==> src/rtl/gpio_irq_pkg.sv <==
package gpio_irq_pkg;

  localparam int REG_W       = 32;
  localparam int WIN_BYTES   = 32;
  localparam int OFS_CTRL    = 'h00;
  localparam int OFS_THRESH  = 'h04;
  localparam int OFS_LEVEL   = 'h08;
  localparam int OFS_RELEASE = 'h0C;
  localparam int OFS_DRIVE   = 'h10;
  localparam int OFS_CLEAR   = 'h14;
  localparam int STATUS_ADDR = 'h104;

  typedef enum logic [1:0] {
    MODE_OFF   = 2'd0,
    MODE_LEVEL = 2'd1,
    MODE_EDGE  = 2'd2,
    MODE_BOTH  = 2'd3
  } trig_mode_e;

  typedef struct packed {
    logic       int_en;
    logic       sense;
    trig_mode_e mode;
    logic       dir_out;
    logic       on;
  } pin_ctrl_t;

  function automatic logic [REG_W-1:0] ctrl_pack(pin_ctrl_t c);
    return {{(REG_W-7){1'b0}}, c.int_en, 1'b0, c.sense, c.mode, c.dir_out, c.on};
  endfunction

  function automatic pin_ctrl_t ctrl_unpack(logic [REG_W-1:0] w);
    pin_ctrl_t c;
    c.on      = w[0];
    c.dir_out = w[1];
    c.mode    = trig_mode_e'(w[3:2]);
    c.sense   = w[4];
    c.int_en  = w[6];
    return c;
  endfunction

  // Event test on the filtered input: cur is this clock, prev the last one.
  function automatic logic trig_fire(pin_ctrl_t c, logic cur, logic prev);
    logic f;
    f = 1'b0;
    if (c.on) begin
      unique case (c.mode)
        MODE_LEVEL: f = (cur == c.sense);
        MODE_EDGE:  f = c.sense ? (cur & ~prev) : (~cur & prev);
        MODE_BOTH:  f = cur ^ prev;
        default:    f = 1'b0;
      endcase
    end
    return f;
  endfunction

endpackage

==> src/rtl/gpio_in_filter.sv <==
module gpio_in_filter #(
  parameter int SYNC_STAGES = 2,
  parameter int THR_W       = 8
) (
  input  logic             clk,
  input  logic             rst_n,
  input  logic             pad,
  input  logic [THR_W-1:0] thresh,
  output logic             sync_o,
  output logic             filt_o
);
  logic [SYNC_STAGES-1:0] chain_q;
  logic [THR_W-1:0]       run_q;
  logic                   filt_q;
  logic                   differs;

  always_ff @(posedge clk) begin
    if (!rst_n) chain_q <= '0;
    else        chain_q <= {chain_q[SYNC_STAGES-2:0], pad};
  end

  assign sync_o  = chain_q[SYNC_STAGES-1];
  assign differs = sync_o != filt_q;

  always_ff @(posedge clk) begin
    if (!rst_n) begin
      filt_q <= 1'b0;
      run_q  <= '0;
    end else if (differs) begin
      if (run_q == thresh) begin
        filt_q <= sync_o;
        run_q  <= '0;
      end else begin
        run_q <= run_q + 1'b1;
      end
    end else begin
      run_q <= '0;
    end
  end

  assign filt_o = filt_q;
endmodule

==> src/rtl/gpio_pin_event.sv <==
module gpio_pin_event
  import gpio_irq_pkg::*;
(
  input  logic      clk,
  input  logic      rst_n,
  input  pin_ctrl_t ctrl,
  input  logic      filt,
  input  logic      clear,
  output logic      fire_o,
  output logic      pend_o
);
  logic prev_q;
  logic pend_q;

  assign fire_o = trig_fire(ctrl, filt, prev_q);

  always_ff @(posedge clk) begin
    if (!rst_n) begin
      prev_q <= 1'b0;
      pend_q <= 1'b0;
    end else begin
      prev_q <= filt;
      pend_q <= (pend_q & ~clear) | fire_o;
    end
  end

  assign pend_o = pend_q;
endmodule

==> src/rtl/gpio_irq_port.sv <==
module gpio_irq_port
  import gpio_irq_pkg::*;
#(
  parameter int NUM_PINS    = 8,
  parameter int ADDR_W      = 9,
  parameter int THR_W       = 8,
  parameter int SYNC_STAGES = 2
) (
  input  logic                clk,
  input  logic                rst_n,
  input  logic [ADDR_W-1:0]   bus_addr,
  input  logic                bus_we,
  input  logic [REG_W-1:0]    bus_wdata,
  output logic [REG_W-1:0]    bus_rdata,
  input  logic [NUM_PINS-1:0] pad_in,
  output logic [NUM_PINS-1:0] pad_out,
  output logic [NUM_PINS-1:0] pad_oe,
  output logic                irq
);
  localparam int OFS_W = $clog2(WIN_BYTES);
  localparam int WIN_W = ADDR_W - OFS_W;
  localparam int IDX_W = WIN_W - 1;

  logic [OFS_W-1:0] ofs;
  logic [WIN_W-1:0] win;
  logic [IDX_W-1:0] idx;

  logic [NUM_PINS-1:0] pend_vec, fire_vec, clr_vec, sync_vec, filt_vec;
  logic [NUM_PINS-1:0] ie_vec, armed_vec;
  logic [NUM_PINS-1:0][REG_W-1:0] pin_rd_w;
  logic [REG_W-1:0] rd_next;

  assign ofs = bus_addr[OFS_W-1:0];
  assign win = bus_addr[ADDR_W-1:OFS_W];
  assign idx = bus_addr[ADDR_W-2:OFS_W];

  for (genvar i = 0; i < NUM_PINS; i++) begin : g_pin
    pin_ctrl_t        ctrl_q;
    logic [THR_W-1:0] thr_q;
    logic             rel_q;
    logic             drv_q;
    logic             sel;

    assign sel = bus_we && (win == WIN_W'(i));

    always_ff @(posedge clk) begin
      if (!rst_n) begin
        ctrl_q <= '0;
        thr_q  <= '0;
        rel_q  <= 1'b1;
        drv_q  <= 1'b0;
      end else if (sel) begin
        if (ofs == OFS_W'(OFS_CTRL))    ctrl_q <= ctrl_unpack(bus_wdata);
        if (ofs == OFS_W'(OFS_THRESH))  thr_q  <= bus_wdata[THR_W-1:0];
        if (ofs == OFS_W'(OFS_RELEASE)) rel_q  <= bus_wdata[0];
        if (ofs == OFS_W'(OFS_DRIVE))   drv_q  <= bus_wdata[0];
      end
    end

    assign clr_vec[i] = sel && (ofs == OFS_W'(OFS_CLEAR)) && bus_wdata[0];

    gpio_in_filter #(
      .SYNC_STAGES(SYNC_STAGES),
      .THR_W      (THR_W)
    ) u_filter (
      .clk   (clk),
      .rst_n (rst_n),
      .pad   (pad_in[i]),
      .thresh(thr_q),
      .sync_o(sync_vec[i]),
      .filt_o(filt_vec[i])
    );

    gpio_pin_event u_event (
      .clk   (clk),
      .rst_n (rst_n),
      .ctrl  (ctrl_q),
      .filt  (filt_vec[i]),
      .clear (clr_vec[i]),
      .fire_o(fire_vec[i]),
      .pend_o(pend_vec[i])
    );

    assign ie_vec[i]    = ctrl_q.int_en;
    assign armed_vec[i] = ctrl_q.on && (ctrl_q.mode != MODE_OFF);
    assign pad_oe[i]    = ctrl_q.on && ctrl_q.dir_out && !rel_q;
    assign pad_out[i]   = drv_q;

    always_comb begin
      pin_rd_w[i] = '0;
      unique case (ofs)
        OFS_W'(OFS_CTRL):    pin_rd_w[i] = ctrl_pack(ctrl_q);
        OFS_W'(OFS_THRESH):  pin_rd_w[i] = REG_W'(thr_q);
        OFS_W'(OFS_LEVEL):   pin_rd_w[i] = REG_W'(sync_vec[i]);
        OFS_W'(OFS_RELEASE): pin_rd_w[i] = REG_W'(rel_q);
        OFS_W'(OFS_DRIVE):   pin_rd_w[i] = REG_W'(drv_q);
        default:             pin_rd_w[i] = '0;
      endcase
    end
  end

  always_comb begin
    rd_next = '0;
    if (bus_addr == ADDR_W'(STATUS_ADDR))
      rd_next = REG_W'(pend_vec);
    else if (!bus_addr[ADDR_W-1] && (int'(idx) < NUM_PINS))
      rd_next = pin_rd_w[idx];
  end

  always_ff @(posedge clk) begin
    if (!rst_n) bus_rdata <= '0;
    else        bus_rdata <= rd_next;
  end

  assign irq = |(pend_vec & ie_vec);
endmodule

==> config.mk <==
export PLATFORM = sky130hd
export DESIGN_NAME = gpio_irq_port
export DESIGN_NICKNAME = d
export VERILOG_FILES = /design/src/rtl/gpio_irq_pkg.sv /design/src/rtl/gpio_in_filter.sv /design/src/rtl/gpio_pin_event.sv /design/src/rtl/gpio_irq_port.sv
export SDC_FILE = /design/constraint.sdc
export NUM_CORES = 1
export LEC_CHECK = 0
export BUFFER_PORTS_ARGS = -buffer_cell sky130_fd_sc_hd__buf_4
export CAP_MARGIN = 25
export CORE_MARGIN = 4
export CORE_UTILIZATION = 25
export CTS_CLUSTER_SIZE = 40
export DETAILED_ROUTE_END_ITERATION = 10
export PLACE_DENSITY = 0.41
export SLEW_MARGIN = 20
export SYNTH_ARGS = -nofsm -noshare
export SYNTH_HDL_FRONTEND = slang
export SYNTH_SLANG_ARGS = --single-unit
==> constraint.sdc <==
create_clock -name clk -period 2.3 [get_ports clk]
set_input_delay 0.23 -clock clk [delete_from_list [all_inputs] [get_ports clk]]
set_output_delay 0.23 -clock clk [all_outputs]
set_load 0.01 [all_outputs]
Word-level counts from Yosys, hierarchy flattened
Index checks and enable logic that the tools add are counted.
{ "totals": {"reg_bits": 264, "elab_cells": 386, "input_bits": 52, "out_inout_bits": 49} }
{ "classes": {"n_lt_le_gt_ge": 1, "n_addsub": 8, "eq_ne": 61, "n_mux": 36, "n_reduce_logical": 100, "n_bitwise": 74} }
{ "ops": {"columns": ["op", "n"], "rows": [
  ["$pmux 8 s5", 8],
  ["$bmux 32 s3", 1],
  ["$reduce_and 2->1", 40],
  ["$add 8x1->8 const B", 8],
  ["$eq 8x8->1", 8],
  ["$logic_and 1x1->1", 40],
  ["$not 1->1", 33],
  ["$eq 2x2->1 const B", 16],
  ["$mux 32", 1],
  ["$reduce_or 3->1", 9],
  ["$and 1x1->1", 24],
  ["$pmux 1 s3", 8],
  ["$eq 2x1->1 const B", 8],
  ["$eq 4x3->1 const B", 4],
  ["$mux 1", 16],
  ["$mux 8", 2],
  ["$eq 5x4->1 const B", 2],
  ["$eq 5x5->1 const B", 2],
  ["$eq 9x9->1 const B", 1],
  ["$and 8x8->8", 1],
  ["$eq 1x1->1", 8],
  ["$eq 4x2->1 const B", 2],
  ["$logic_not 1->1", 8],
  ["$ne 1x1->1", 8],
  ["other kinds (8)", 22]
]} }

Depth between registers and ports, before layout
{ "depth": {"word_depth": 7, "depth_mapped": 8, "depth_no_buf": 7} }

Modules after synthesis
Synthesis repeated with hierarchy kept, for this count alone.
{ "hier_totals": {"cells_unflattened": 1339, "area_unflattened_um2": 12046.6} }
{ "by_module_without_submodules": {"columns": ["module", "seq_area_each_um2", "cells_per_inst", "instances", "area_each_um2"], "rows": [
  ["gpio_irq_port", 2722.6, 803, 1, 6765.2],
  ["gpio_in_filter at g_pin[0].u_filter ...", 220.2, 50, 7, 506.7],
  ["gpio_pin_event", 40.0, 17, 8, 153.9],
  ["gpio_in_filter at g_pin[7].u_filter", 220.2, 50, 1, 503.0]
]} }

Worst setup path after synthesis
No wires, ideal clock.
{ "synth_path": {"kind": "input-to-reg", "from": "input bus_addr[2]", "to": "register bus_rdata[0]", "required_time_ns": 2.178, "arrival_time_ns": 1.573, "stages": 6, "slack_ns": 0.605, "setup_ns": 0.122, "path_buffers": 1, "cell_sequence": "buf_6 mux4_1 a22o_1 a221oi_2 nor2_1 o32a_1"} }
{ "synth_via": {"elab_chain_cells": 6, "word_cells_on_any_way": 18, "cone_classes": "eq/ne: 5; mux: 12; reduce/logical: 1"} }
{ "synth_rtl": {"columns": ["element", "line_no", "source"], "rows": [
  ["start: declaration", "gpio_irq_port.sv:11", "input logic [ADDR_W-1:0] bus_addr,"],
  ["$eq 5x5->1 (tied with other cells)", "gpio_irq_port.sv:91", "unique case (ofs)"],
  ["$pmux 8 s5", "gpio_irq_port.sv:91", null],
  ["$bmux 32 s3", "gpio_irq_port.sv:107", "rd_next = pin_rd_w[idx];"],
  ["$mux 32 (implied by the code)", "gpio_irq_port.sv:107", null],
  ["$mux 8", "gpio_irq_port.sv:106", "else if (!bus_addr[ADDR_W-1] && (int'(idx) < NUM_PINS))"],
  ["$mux 8 *", "gpio_irq_port.sv:104", "if (bus_addr == ADDR_W'(STATUS_ADDR))"],
  ["end signal: assignment", "gpio_irq_port.sv:112", "else bus_rdata <= rd_next;"],
  ["end: declaration", "gpio_irq_port.sv:14", "output logic [REG_W-1:0] bus_rdata,"]
]} }
Mark *: on every way between the ends. The rest lies on a longest branch, timed or not. The select of a mux whose other input is x is not followed.
A chain may end at the register's enable or synchronous reset.

Final worst setup path
{ "layout_path": {"from": "register g_pin[6].ctrl_q[5] in the netlist's numbering", "to": "output irq"} }
{ "layout_via": {"elab_chain_cells": 2} }
{ "layout_rtl": {"columns": ["element", "line_no", "source"], "rows": [
  ["start: declaration", "gpio_irq_port.sv:38", "pin_ctrl_t ctrl_q;"],
  ["start signal: assignment", "gpio_irq_port.sv:53", "if (ofs == OFS_W'(OFS_CTRL)) ctrl_q <= ctrl_unpack(bus_wdata);"],
  ["$and 8x8->8", "gpio_irq_port.sv:115", "assign irq = |(pend_vec & ie_vec);"],
  ["$reduce_or 8->1", "gpio_irq_port.sv:115", null],
  ["end: declaration", "gpio_irq_port.sv:18", "output logic irq"]
]} }
No other way between the ends.

==> metrics.md <==
| Metric | Value |
|---|---|
| CP Max Fanout | `3` |
| Share of layout cells above drive strength 1 | `0.115` |
| Register area share after synthesis | `0.398` |
| Power per cell area | `646 mW/mm2` |
| Cells on Worst Hold Path | `3` |
| Clock Latency Late Sink | `0.56 ns` |
| Worst Path Class, Setup | `flop to primary output` |
| Worst path required time | `2.07 ns` |
| Cell Area, Synth | `0.0121 mm2` |
| P_int | `6.92 mW` |
| Switch share | `0.235` |
| Setup crit start kind | `flop` |
| Asr flop ratio synth | `0` |
| Row count | `80` |
| I/O Buffers | `52` |
| Normalized max-slew margin | `0.618` |
| Chip height | `228 um` |
| Clock buffer depth | `3` |
| Area taken by multi-input logic gates | `0.00657 mm2` |
| RSZ-0062 raised after global routing | `false` |
| Seq. cell area | `0.00480 mm2` |
| Achievable clock frequency | `513 MHz` |
| Number of remaining DRC errors | `0` |
| Grt ovf | `0` |
| Syn Inst Count | `1400` |
| Io pins | `101` |
| Place WS | `0.0219 ns` |
| First-pass GRT wire length | `59.6 mm` |
| Initial antenna violation count | `0` |
| Hold Path Class | `input pin to flop` |
| Tcrit/Tclk final | `0.847` |
| PnR worst setup slack | `0.352 ns` |
| Max-Cap Viols | `0` |
| Nets@finish | `1514` |
| Global placer's final weighted congestion | `0.834` |
| Clock slew at reported path FFs | `0.06 ns` |
| EDFF count, synth | `0` |
| Final Hold Vio Count | `0` |
| Arrival @ worst endpoint | `1.72 ns` |
| Vias in the first global route | `9593` |
| Die Area | `0.0519 mm2` |
| Vias per cell | `4.74` |
| Clk root buf | `clkbuf_16` |
| Non-Filler Instances | `2070` |
| Worst-case reg-to-reg path depth | `5` |
| GRT Util Overall | `0.144` |
| Seq pwr share | `0.464` |
| Synth-to-Final Area Change | `15.9%` |
| Worst Skew | `0.00739 ns` |
| CTS HTree Levels | `1` |
| DRT antenna net count | `0` |
| Post-Syn Area per Cell | `8.63 um2` |
| Setup TNS | `0 ns` |
| CP endpoint kind | `primary output` |
| Starting Density | `0.253` |
| Num CTS Buffers | `29` |
| DRT Pass-1 Iters | `5` |
| FF+latch count, synth | `240` |
| Reg2reg end | `bus_rdata[0]` |
| YS warnings | `0` |
| Diode count | `0` |
| Vias | `9815` |
| Psw | `2.13 mW` |
| Worst Hold Endpoint | `g_pin[4].thr_q[7]` |
| R2R Setup Slk | `0.40 ns` |
| Worst hold start | `bus_wdata[7]` |
| Crit path time final | `1.95 ns` |
| Clk network pwr share | `0.482` |
| Library cells used by synthesis | `60` |
| Clock sinks | `240` |
| Core Area | `0.0477 mm2` |
| Status | `completed` |
| Combinational share of power | `0.054` |
| Max VDD drop | `0.280 mV` |
| Initial DRC Count | `727` |
| Postcts setup bufs | `0` |
| Number of setup violations in the final report | `0` |
| Hold Slack | `0.0635 ns` |
| Routed wirelength normalized by instance count | `18.6 um` |
| Pleak | `5.29 nW` |
| Largest net degree at the start of global routing | `54` |
| Placed Instances | `2013` |
| Fill cell count | `5066` |
| Ys flop type | `dfxtp_1` |
| Width of the die | `228 um` |
| Least-Margin Pin Slew | `0.573 ns` |
| DPL Wire Length | `27.2 mm` |
| Max-slew violations | `0` |
| Reg2Reg Launch Point | `g_pin[2].u_filter.chain_q[1]` |
| Routed wire length | `38.4 mm` |
| TritonCTS clock tree | `done` |
worst max-delay path: stages (launching register included):
cell and delay, ns:
dfxtp_1 0.35, a22oi_1 0.30, nand4_1 0.28, buf_4 0.23
per-layer routing:
layer  routed length, um  track usage  vias to the layer above
met5                   0            0                        -
met4                 670       0.0285                        0
met3                1480       0.0207                       46
met2               16500        0.221                      207
met1               19700        0.214                     4727
li1                    -            -                     4835
flip-flops by register name, summed over array words and instances, names as in the netlist:
| signal | cells |
|---|---|
| g_pin.u_filter.filt_o | 8 |
| g_pin.u_filter.chain_q | 16 |
| g_pin.drv_q | 8 |
| g_pin.rel_q | 8 |
| g_pin.u_event.pend_o | 8 |
| g_pin.ctrl_q | 48 |
| g_pin.u_event.prev_q | 8 |
| bus_rdata | 8 |
| g_pin.thr_q | 64 |
| g_pin.u_filter.run_q | 64 |
cell usage in the layout, fill, tap and decap left out, drive strengths merged, types with 5 or more instances in the layout:
master       instances
a211oi               5
a21boi             132
a21oi                7
a221oi               5
a22o                 7
a22oi               16
and2                29
and3                17
buf                 94
clkbuf              44
conb                24
dfxtp              240
dlygate4sd3          9
ha                  24
inv                 28
mux2                11
mux2i               25
mux4                12
nand2              220
nand3              183
nor2                92
nor2b                8
nor3                 7
nor4                17
o211ai               8
o21ai               13
o221ai              10
o31ai               11
xnor2               24
xor2               104
stage by stage:
step,total power [mW],util,area [um2]
global placement,4.77,0.273,13000
floorplan,4.60,-,12200
global route,9.38,0.293,14000
finish,9.05,0.293,14000
CTS,9.20,0.293,14000
detailed placement,4.77,0.273,13000
repair_timing:
| item | 4_1_cts | 5_1_grt |
|---|---|---|
| hold endpoints to repair | 10 | 0 |
| hold buffers | 9 | 0 |
| gates resized for setup | 0 | 0 |
how the worst max path moves through the flow:
stage / to / startpoint / slack (ns)
6_report: irq / g_pin[6].ctrl_q[5] / 0.35
5_1_grt: irq / g_pin[6].ctrl_q[5] / 0.33
4_1_cts: irq / g_pin[6].ctrl_q[5] / 0.38
3_5_place_dp: bus_rdata[2] / bus_addr[3] / 0.02
3_3_place_gp: bus_rdata[2] / bus_addr[3] / 0.02
2_1_floorplan: bus_rdata[0] / bus_addr[2] / 0.61
Yosys cell counts, drive strengths merged, types with 2 or more instances:
| cell type | count | share of area |
|---|---|---|
| dfxtp | 240 | 0.40 |
| nand2 | 220 | 0.068 |
| nand3 | 183 | 0.076 |
| a21boi | 132 | 0.082 |
| xor2 | 104 | 0.075 |
| nor2 | 92 | 0.030 |
| buf | 77 | 0.043 |
| clkbuf | 41 | 0.014 |
| and2 | 29 | 0.015 |
| inv | 28 | 0.0087 |
| mux2i | 25 | 0.021 |
| ha | 24 | 0.025 |
| xnor2 | 24 | 0.017 |
| and3 | 17 | 0.0089 |
| nor4 | 17 | 0.010 |
| a22oi | 16 | 0.0099 |
| o21ai | 13 | 0.0054 |
| mux4 | 12 | 0.024 |
| mux2 | 11 | 0.010 |
| o31ai | 11 | 0.0068 |
| o221ai | 10 | 0.0072 |
| nor2b | 8 | 0.0041 |
| o211ai | 8 | 0.0050 |
| a21oi | 7 | 0.0029 |
| a22o | 7 | 0.0051 |
| nor3 | 7 | 0.0037 |
| a211oi | 5 | 0.0031 |
| a221oi | 5 | 0.0041 |
| a21o | 3 | 0.0019 |
| or2 | 3 | 0.0016 |
| nand2b | 2 | 0.0010 |
| nand3b | 2 | 0.0012 |
| nand4 | 2 | 0.0010 |
| nand4b | 2 | 0.0014 |
| o22ai | 2 | 0.0010 |
power groups by stage:
| stage | Combinational (mW) | Clock, mW | Sequential, mW |
|---|---|---|---|
| after floorplan | 0.313 | 0 | 4.28 |
| after CTS | 0.487 | 4.51 | 4.20 |
| final | 0.487 | 4.36 | 4.20 |
| after global placement | 0.473 | 0 | 4.29 |
| after global routing | 0.520 | 4.65 | 4.20 |
| after detailed placement | 0.474 | 0 | 4.30 |
kinds of logic after synthesis:
logic type	after synthesis	share of synthesized area
muxes	48	0.0549
buffers and inverters	147	0.0661
adders and majority gates	24	0.0249
AOI/OAI and AO/OA	223	0.138
and+or+nand+nor	589	0.226
DFF	240	0.398
xor gates and xnor gates	128	0.0928
other	1	0.000310
final cells by class:
cell class	count	area share
tap	615	0.0550
clock buffer	44	0.0594
inverter	28	0.00751
timing repair buffer	103	0.0622
sequential	240	0.343
clock inverter	4	0.00322
multi-input combinational	1036	0.470
No activity file was read; power rests on OpenSTA's default activity.
